--- src/rtl/pps_pkg.sv ---
package pps_pkg;
   typedef enum logic [2:0] {
      PS_NORM  = 3'd0,
      PS_ENTRY = 3'd1,
      PS_SG    = 3'd2,
      PS_SGS   = 3'd3,
      PS_SLP   = 3'd4
   } pstate_e;

   function automatic logic clocks_stopped(input pstate_e s);
      return (s == PS_SG) || (s == PS_SGS);
   endfunction
endpackage

--- src/rtl/pps_evt_qual.sv ---
module pps_evt_qual #(
   parameter int NEVT      = 5,
   parameter int QUAL_CLKS = 3
) (
   input  logic            clk,
   input  logic            rst_n,
   input  logic [NEVT-1:0] raw_i,
   output logic [NEVT-1:0] qual_o
);
   localparam int CW = $clog2(QUAL_CLKS + 1);

   if (QUAL_CLKS < 1) begin : g_bad_qual
      $error("QUAL_CLKS must be at least 1");
   end
   if (NEVT < 1) begin : g_bad_nevt
      $error("NEVT must be at least 1");
   end

   for (genvar i = 0; i < NEVT; i++) begin : g_bit
      logic [CW-1:0] run_q;

      always_ff @(posedge clk or negedge rst_n) begin
         if (!rst_n)
            run_q <= '0;
         else if (!raw_i[i])
            run_q <= '0;
         else if (run_q != CW'(QUAL_CLKS))
            run_q <= run_q + CW'(1);
      end

      assign qual_o[i] = (run_q == CW'(QUAL_CLKS));

      AST_QUAL_NEEDS_LEVEL: assert property (@(posedge clk) disable iff (!rst_n)
         $rose(qual_o[i]) |-> $past(raw_i[i]));
   end
endmodule

--- src/rtl/pps_fsm.sv ---
module pps_fsm
   import pps_pkg::*;
#(
   parameter int ENTRY_DLY = 20
) (
   input  logic    clk,
   input  logic    rst_n,
   input  logic    stop_req_n,
   input  logic    sleep_req_n,
   input  logic    grant_ack_rsp,
   input  logic    snp_req,
   input  logic    snp_done,
   input  logic    intr_msg,
   input  logic    core_rst,
   output pstate_e st_o,
   output logic    err_o
);
   localparam int CW = $clog2(ENTRY_DLY + 1);

   if (ENTRY_DLY < 2) begin : g_bad_dly
      $error("ENTRY_DLY must be at least 2");
   end

   pstate_e       st_q, st_d;
   logic [CW-1:0] cnt_q, cnt_d;
   logic          busy_q, busy_d;
   logic          seen_q;
   logic          err_q, err_d;
   logic          slp_now, accept;

   always_comb begin
      st_d    = st_q;
      cnt_d   = cnt_q;
      busy_d  = busy_q;
      err_d   = 1'b0;
      slp_now = !sleep_req_n;
      accept  = slp_now && seen_q;

      if (!core_rst) begin
         if (slp_now && (st_q == PS_NORM || st_q == PS_ENTRY || st_q == PS_SGS))
            err_d = 1'b1;
         if (st_q == PS_SLP && (snp_req || intr_msg))
            err_d = 1'b1;
         if (st_q == PS_SG && accept && snp_req)
            err_d = 1'b1;
         if (st_q == PS_SLP && sleep_req_n && stop_req_n)
            err_d = 1'b1;
      end

      case (st_q)
         PS_NORM: begin
            if (!stop_req_n && grant_ack_rsp) begin
               st_d  = PS_ENTRY;
               cnt_d = CW'(1);
            end
         end
         PS_ENTRY: begin
            if (stop_req_n)
               st_d = PS_NORM;
            else if (cnt_q == CW'(ENTRY_DLY))
               st_d = PS_SG;
            else
               cnt_d = cnt_q + CW'(1);
         end
         PS_SG: begin
            if (stop_req_n)
               st_d = PS_NORM;
            else if (accept)
               st_d = PS_SLP;
            else if (snp_req || intr_msg) begin
               st_d   = PS_SGS;
               busy_d = snp_req;
            end
         end
         PS_SGS: begin
            if (!busy_q || snp_done) begin
               st_d   = PS_SG;
               busy_d = 1'b0;
            end
         end
         PS_SLP: begin
            if (core_rst)
               st_d = PS_NORM;
            else if (sleep_req_n)
               st_d = PS_SG;
         end
         default: st_d = PS_NORM;
      endcase
   end

   always_ff @(posedge clk or negedge rst_n) begin
      if (!rst_n) begin
         st_q   <= PS_NORM;
         cnt_q  <= '0;
         busy_q <= 1'b0;
         seen_q <= 1'b0;
         err_q  <= 1'b0;
      end else begin
         st_q   <= st_d;
         cnt_q  <= cnt_d;
         busy_q <= busy_d;
         seen_q <= slp_now;
         err_q  <= err_d;
      end
   end

   assign st_o  = st_q;
   assign err_o = err_q;

   AST_SG_AFTER_DELAY: assert property (@(posedge clk) disable iff (!rst_n)
      (st_q == PS_SG && $past(st_q) == PS_ENTRY) |-> $past(cnt_q) == CW'(ENTRY_DLY));
   AST_SLEEP_FROM_SG: assert property (@(posedge clk) disable iff (!rst_n)
      (st_q == PS_SLP) |-> ($past(st_q) == PS_SG || $past(st_q) == PS_SLP));
   AST_SNOOP_IN_SLEEP: assert property (@(posedge clk) disable iff (!rst_n)
      (st_q == PS_SLP && snp_req && !core_rst) |=> err_q);
   AST_RST_LEAVES_SLEEP: assert property (@(posedge clk) disable iff (!rst_n)
      (st_q == PS_SLP && core_rst) |=> st_q == PS_NORM);
endmodule

--- src/rtl/pps_latch.sv ---
module pps_latch
   import pps_pkg::*;
#(
   parameter int NEVT = 5
) (
   input  logic            clk,
   input  logic            rst_n,
   input  pstate_e         st_i,
   input  logic [NEVT-1:0] qual_i,
   input  logic            intr_msg,
   input  logic            evt_ack,
   input  logic            core_rst,
   output logic [NEVT-1:0] pend_o,
   output logic            intr_o
);
   logic [NEVT-1:0] pend_q;
   logic            intr_q;

   always_ff @(posedge clk or negedge rst_n) begin
      if (!rst_n) begin
         pend_q <= '0;
         intr_q <= 1'b0;
      end else if (core_rst || (st_i == PS_NORM && evt_ack)) begin
         pend_q <= '0;
         intr_q <= 1'b0;
      end else if (clocks_stopped(st_i)) begin
         pend_q <= pend_q | qual_i;
         if (intr_msg)
            intr_q <= 1'b1;
      end
   end

   assign pend_o = pend_q;
   assign intr_o = intr_q;

   AST_SLEEP_HOLDS: assert property (@(posedge clk) disable iff (!rst_n)
      (st_i == PS_SLP && !core_rst) |=> $stable(pend_q) && $stable(intr_q));
   AST_NORM_NO_SET: assert property (@(posedge clk) disable iff (!rst_n)
      (st_i == PS_NORM) |=> (pend_q & ~$past(pend_q)) == '0);
   AST_ACK_CLEARS: assert property (@(posedge clk) disable iff (!rst_n)
      (st_i == PS_NORM && evt_ack) |=> (pend_q == '0 && !intr_q));
endmodule

--- src/rtl/pkg_pwr_seq.sv ---
module pkg_pwr_seq
   import pps_pkg::*;
#(
   parameter int NEVT      = 5,
   parameter int QUAL_CLKS = 3,
   parameter int ENTRY_DLY = 20
) (
   input  logic            clk,
   input  logic            rst_n,
   input  logic            stop_req_n,
   input  logic            sleep_req_n,
   input  logic            grant_ack_rsp,
   input  logic            snp_req,
   input  logic            snp_done,
   input  logic            intr_msg,
   input  logic [NEVT-1:0] evt_raw,
   input  logic            evt_ack,
   input  logic            core_rst,
   output logic [2:0]      pwr_state,
   output logic [NEVT-1:0] evt_pend,
   output logic            intr_pend,
   output logic            break_pend,
   output logic            sleep_err
);
   pstate_e         st;
   logic [NEVT-1:0] qual;

   pps_evt_qual #(.NEVT(NEVT), .QUAL_CLKS(QUAL_CLKS)) u_qual (
      .clk(clk), .rst_n(rst_n), .raw_i(evt_raw), .qual_o(qual)
   );

   pps_fsm #(.ENTRY_DLY(ENTRY_DLY)) u_fsm (
      .clk(clk), .rst_n(rst_n), .stop_req_n(stop_req_n), .sleep_req_n(sleep_req_n),
      .grant_ack_rsp(grant_ack_rsp), .snp_req(snp_req), .snp_done(snp_done),
      .intr_msg(intr_msg), .core_rst(core_rst), .st_o(st), .err_o(sleep_err)
   );

   pps_latch #(.NEVT(NEVT)) u_latch (
      .clk(clk), .rst_n(rst_n), .st_i(st), .qual_i(qual), .intr_msg(intr_msg),
      .evt_ack(evt_ack), .core_rst(core_rst), .pend_o(evt_pend), .intr_o(intr_pend)
   );

   assign pwr_state  = st;
   assign break_pend = clocks_stopped(st) && ((|evt_pend) || intr_pend);

   AST_BREAK_QUIET_IN_SLEEP: assert property (@(posedge clk) disable iff (!rst_n)
      (pwr_state == 3'd4) |-> !break_pend);
endmodule

--- config.mk ---
export PLATFORM = sky130hd
export DESIGN_NAME = pkg_pwr_seq
export DESIGN_NICKNAME = d
export VERILOG_FILES = /design/src/rtl/pps_pkg.sv /design/src/rtl/pps_evt_qual.sv /design/src/rtl/pps_fsm.sv /design/src/rtl/pps_latch.sv /design/src/rtl/pkg_pwr_seq.sv
export SDC_FILE = /design/constraint.sdc
export NUM_CORES = 1
export LEC_CHECK = 0
export ABC_AREA = 0
export BUFFER_PORTS_ARGS = -buffer_cell sky130_fd_sc_hd__buf_2
export CAP_MARGIN = 5
export CORE_MARGIN = 1.5
export CORE_UTILIZATION = 61
export CTS_BUF_LIST = sky130_fd_sc_hd__clkbuf_8
export DETAILED_ROUTE_END_ITERATION = 7
export GPL_TIMING_DRIVEN = 0
export PLACE_DENSITY = 0.89
export SLEW_MARGIN = 20
export SYNTH_ARGS = -nofsm -noshare
export SYNTH_HDL_FRONTEND = slang
export SYNTH_SLANG_ARGS = --single-unit
--- constraint.sdc ---
create_clock -name clk -period 4.3 [get_ports clk]
set_clock_uncertainty 0.1 [all_clocks]
set_input_delay 0.43 -clock clk [delete_from_list [all_inputs] [get_ports clk]]
set_output_delay 0.43 -clock clk [all_outputs]
set_load 0.005 [all_outputs]
# --- Word level (Yosys, flattened, before mapping) ---
# Index checks and enable logic that the tools add are counted.
totals:
  ramBits: 0
  out_inout_bits: 11
  n_memories: 0
  latchBits: 0
  elab_cells: 118
  romBits: 0
  regBits: 27
  inputBits: 15
classes:
  n_div: 0
  n_reduce_logical: 30
  shifts: 0
  order_cmp: 0
  add_sub_neg: 6
  n_mul: 0
  n_mux: 39
  n_eq_ne: 30
  bitwise: 1
op_table:
  columns: ["operator", "n"]
  rows:
  - ["3-bit 2-to-1 mux", 9]
  - ["5-bit 2-to-1 mux", 5]
  - ["2-bit 2-to-1 mux", 10]
  - ["2-bit != test (second input constant)", 10]
  - ["3-bit case mux with 5 select lines", 1]
  - ["2-bit by 1-bit != test with 1-bit output (second input constant)", 7]
  - ["1-bit 2-to-1 mux", 12]
  - ["2-bit by 1-bit adder with 2-bit output (second input constant)", 5]
  - ["2-bit equality test (second input constant)", 5]
  - ["1-bit logical AND", 10]
  - ["5-bit case mux with 2 select lines", 1]
  - ["5-bit AND reduction", 2]
  - ["2-bit nonzero test", 4]
  - ["1-bit logical OR", 7]
  - ["3-bit by 2-bit equality test with 1-bit output (second input constant)", 2]
  - ["3-bit != test (second input constant)", 2]
  - ["5-bit by 1-bit adder with 5-bit output (second input constant)", 1]
  - ["5-bit equality test (second input constant)", 1]
  - ["5-bit bitwise OR", 1]
  - ["5-bit OR reduction", 1]
  - ["4-bit by 2-bit != test with 1-bit output (second input constant)", 1]
  - ["4-bit AND reduction", 1]
  - ["3-bit by 1-bit equality test with 1-bit output (second input constant)", 1]
  - ["3-bit equality test (second input constant)", 1]
  - ["4 further kinds", 6]

# --- Depth between registers and ports, before layout ---
logic_depth:
  depth_word: 9
  mapped_depth: 7
  ltp_nobuf: 6

# --- By module ---
# A second synthesis with hierarchy kept.
hier_totals:
  hier_cells: 143
  area_unflattened_um2: 1497.7
by_module_without_submodules:
  columns: ["module", "seq_area_each_um2", "cells_each", "area_per_inst_um2", "n_inst"]
  rows:
  - ["pps_fsm", 275.3, 79, 714.4, 1]
  - ["pps_evt_qual", 250.2, 35, 469.2, 1]
  - ["pps_latch", 150.1, 25, 286.5, 1]
  - ["pkg_pwr_seq", 0.0, 4, 27.5, 1]

# --- Worst setup path before layout ---
# OpenSTA, ideal clock, no wires.
synth_path:
  path_kind: "register to register"
  startpoint: "register u_fsm.cnt_q[0]"
  endpoint: "register u_fsm.st_q[1] (netlist: u_fsm.st_o[1])"
  path_stages_with_launch: 8
  setup_time_ns: 0.128
  slack_ns: 2.442
  synth_period_minus_slack_ns: 1.858
  arrival_ns: 1.630
  path_cell_list: "dfrtp_1 -> inv_1 -> ha_1 -> and4b_1 -> clkbuf_2 -> o32ai_2 -> a221oi_2 -> mux2_1"
synth_between:
  elab_chain_len: 3
synth_lines:
  columns: ["element", "line_no", "text"]
  rows:
  - ["start: declaration", "pps_fsm.sv:25", "logic [CW-1:0] cnt_q, cnt_d;"]
  - ["start signal: assignment", "pps_fsm.sv:100", "cnt_q <= cnt_d;"]
  - ["5-bit equality test", "pps_fsm.sv:60", "else if (cnt_q == CW'(ENTRY_DLY))"]
  - ["3-bit != test (no line)", null, null]
  - ["5-bit AND reduction (no line)", null, null]
  - ["end signal: assignment", "pps_fsm.sv:99", "st_q <= st_d;"]
  - ["end: declaration", "pps_fsm.sv:24", "pstate_e st_q, st_d;"]
# No other way between the ends.
# A chain may end at the register's enable or synchronous reset.

# --- Worst setup path after layout ---
layout_path:
  startpoint: "register u_fsm.cnt_q[0]"
  endpoint: "register u_fsm.cnt_q[4]"
layout_between:
  elab_chain_len: 4
layout_lines:
  columns: ["element", "line_no", "text"]
  rows:
  - ["5-bit by 1-bit adder with 5-bit output", "pps_fsm.sv:63", "cnt_d = cnt_q + CW'(1);"]
  - ["5-bit 2-to-1 mux", "pps_fsm.sv:60", null]
  - ["5-bit 2-to-1 mux", "pps_fsm.sv:58", "if (stop_req_n)"]
  - ["5-bit case mux with 2 select lines", "pps_fsm.sv:50", "case (st_q)"]
# Parallel ways exist; a longest one is shown, timed or not. The select of a mux whose other input is x is not followed.

==> results.txt <==
Outcome = finished, final reports clean
Initial antenna violation count = 0
Maxcap violations = 0
Setup ws final = 2100 ps
Synth warnings = 0
Max clock buf depth = 2
I/O pin count = 26
# diodes = 0
Placement Rows = 17
Initial core utilization = 65.1%
Cts-stage hold buffer count = 0
Buffers on Ports = 25
Critical path class = reg2reg
Placed Cells = 191
RSZ-0062 raised after global routing = false
Setup bufs post-CTS = 0
Minimum clock period = 2200 ps
Least-Margin Pin Slew = 619 ps
Die footprint = 0.00266 mm2
H-tree depth = 1
Netlist Area Pre-Place = 0.00144 mm2
CTS tree = yes
Vias in the first global route = 1,167
Register area = 676 um2
Share of cells above drive strength 1 = 23.4%
Routed WL = 2.90 mm
DR WL/cell = 14.9 um
Crit path DAT = 2300 ps
Final antenna-violating net count = 0
DR pass1 iterations = 5
Area delta synth->final = 14.2%
CORE AREA = 0.00221 mm2
Type of origin of the critical path = flop
Area of the multi-input gates = 711 um2
First-pass GRT wire length = 5.06 mm
Ys async rst share = 100%
Setup TNS = 0 ps
GP Congestion = 0.945
Final #Nets = 190
Period utilization = 51.2%
VDD IR max = 0.000342 V
Max-slew violations = 0
DR DRC count = 0
Hpwl dp = 2.24 mm
Chip width = 51.6 um
Finished Core Util = 74.4%
DRT iter0 DRCs = 29
Crit end category = flop
Post-CTS sizing = 0
CTS buffer count = 3
CTS Sinks = 27
#FFs+latches synth = 27
Seq/Total Area, Yosys = 46.9%
Pleak = 0.791 nW
Chip Height = 51.6 um
GRT Total Usage = 26.0%
Number of synthesized flops with an enable pin = 0
Clock latency on the worst-skew pair = 270 ps
Unique cell type count in the Yosys netlist = 41
PD cells = 532 mW/mm2
Post-synth top flop = dfrtp_1
Via/cell ratio = 5.99
Clk slew on worst S/H paths = 90 ps
Slew HR = 57.7%
Maximum clock rate = 454 MHz
Max FO, Critical Path = 8
Worst EP required = 4400 ps
DR vias = 1,169
Mapped Avg Cell Area = 10.4 um2
Final setup viols = 0
Largest net degree at the start of global routing = 28
Syn nets = 160
Clock root buffer = clkbuf_8
Pre-CTS WS = 2170 ps
Hold WC Path Type = in2async
Final hold violations = 0
Fill count = 175
Finished Layout Cells = 195
Total global routing overflow = 0
Mapped Cells = 138
-- routing by layer --
metal | routed length, um | track usage [%] | vias up
met1 | 1190 | 33.3 | 565
met2 | 1480 | 42.7 | 42
met3 | 141 | 4.02 | 10
met5 | 0 | 0 | -
met4 | 88 | 13.2 | 0
li1 | - | - | 552
-- Yosys cell counts (all sizes together), types with 2 or more instances --
master	instances	area share, %
a21oi	12	4.2
nor2	12	3.1
and2	6	2.6
o21ai	10	3.5
a31oi	2	0.87
nand2b	2	0.87
inv	7	1.8
nand3	2	0.70
ha	7	6.1
xnor2	5	3.0
nor3	3	1.0
nand2	3	0.78
nor2b	6	2.6
buf	2	1.6
or3	2	0.96
dfrtp	27	47
or3b	2	1.2
a2111oi	2	1.2
mux2i	7	4.9
-- critical path, stage by stage (launching register included) --
cell and delay (ps):
dfrtp_1 400, inv_1 100, ha_1 210, and4b_1 180
clkbuf_2 170, a2111oi_0 630, mux2i_1 200, o21ai_1 160
-- stage by stage --
step	instance area [um2]	hold slack, ps	total power [mW]
after floorplan	1440	34.4	0.626
after global placement	1600	356	0.702
after detailed placement	1600	361	0.736
after CTS	1650	65.6	0.876
after global routing	1650	102	0.942
final	1650	45.3	0.875
-- sequential cells by signal, summed over array words and instances (netlist names) --
| signal | cells |
|---|---|
| u_fsm.cnt_q | 5 |
| u_fsm.seen_q | 1 |
| u_latch.pend_o | 5 |
| u_qual.g_bit.run_q | 10 |
| u_fsm.busy_q | 1 |
| u_fsm.err_o | 1 |
| u_latch.intr_o | 1 |
| u_fsm.st_o | 3 |
-- kinds of logic after synthesis --
| family | count (synthesis) | share of synthesized area (%) |
|---|---|---|
| flops | 27 | 46.9 |
| compound gates | 37 | 17.4 |
| buf+inv | 10 | 3.74 |
| simple gates | 44 | 17.2 |
| mux | 8 | 5.65 |
| xor+xnor | 5 | 3.04 |
| fa+ha+maj | 7 | 6.08 |
-- path summary, 6_finish.rpt --
path | to | from | slack, ps | cells past startpoint
max | u_fsm.cnt_q[4] | u_fsm.cnt_q[0] | 2100 | 7
min | u_fsm.st_o[2] | rst_n | 50 | 1
max reg2reg | u_fsm.cnt_q[4] | u_fsm.cnt_q[0] | 2100 | 7
min reg2reg | u_latch.intr_o | u_latch.intr_o | 430 | 2
max in group asynchronous | u_qual.g_bit[1].run_q[1] | rst_n | 3680 | 1
min in group clk | u_qual.g_bit[4].run_q[0] | evt_raw[4] | 270 | 2
-- layout make-up --
class,instances,share of cell area [%]
plain buffers,3,1.67
clock buffers,3,2.51
clock inverters,1,0.228
inverters,7,1.60
multi-input cells,101,43.2
flip-flops and latches,27,41.1
well taps,28,2.13
repair buffers,25,7.60
-- where the power goes --
group | internal [mW] | switching [mW]
Clock | 0.0641 | 0.0778
Combinational | 0.163 | 0.188
Sequential | 0.316 | 0.0652
Total | 0.544 | 0.331
-- layout by cell type (no fill, tap or decap), types with 2 or more instances in the layout --
cell type and count:
nor3_1 3, a31oi_1 2, inv_1 8, o21ai_1 3, a2111oi_0 2, xnor2_1 5, mux2i_1 7, a21oi_1 12
and2_1 6, dfrtp_1 27, buf_2 25, o21ai_0 7, clkbuf_8 3, nand2_1 3, nor2b_1 6, nand2b_1 2
nand3_1 2, nor2_1 12, ha_1 7, buf_6 2
Note: power is estimated with default switching activity, not from simulation.
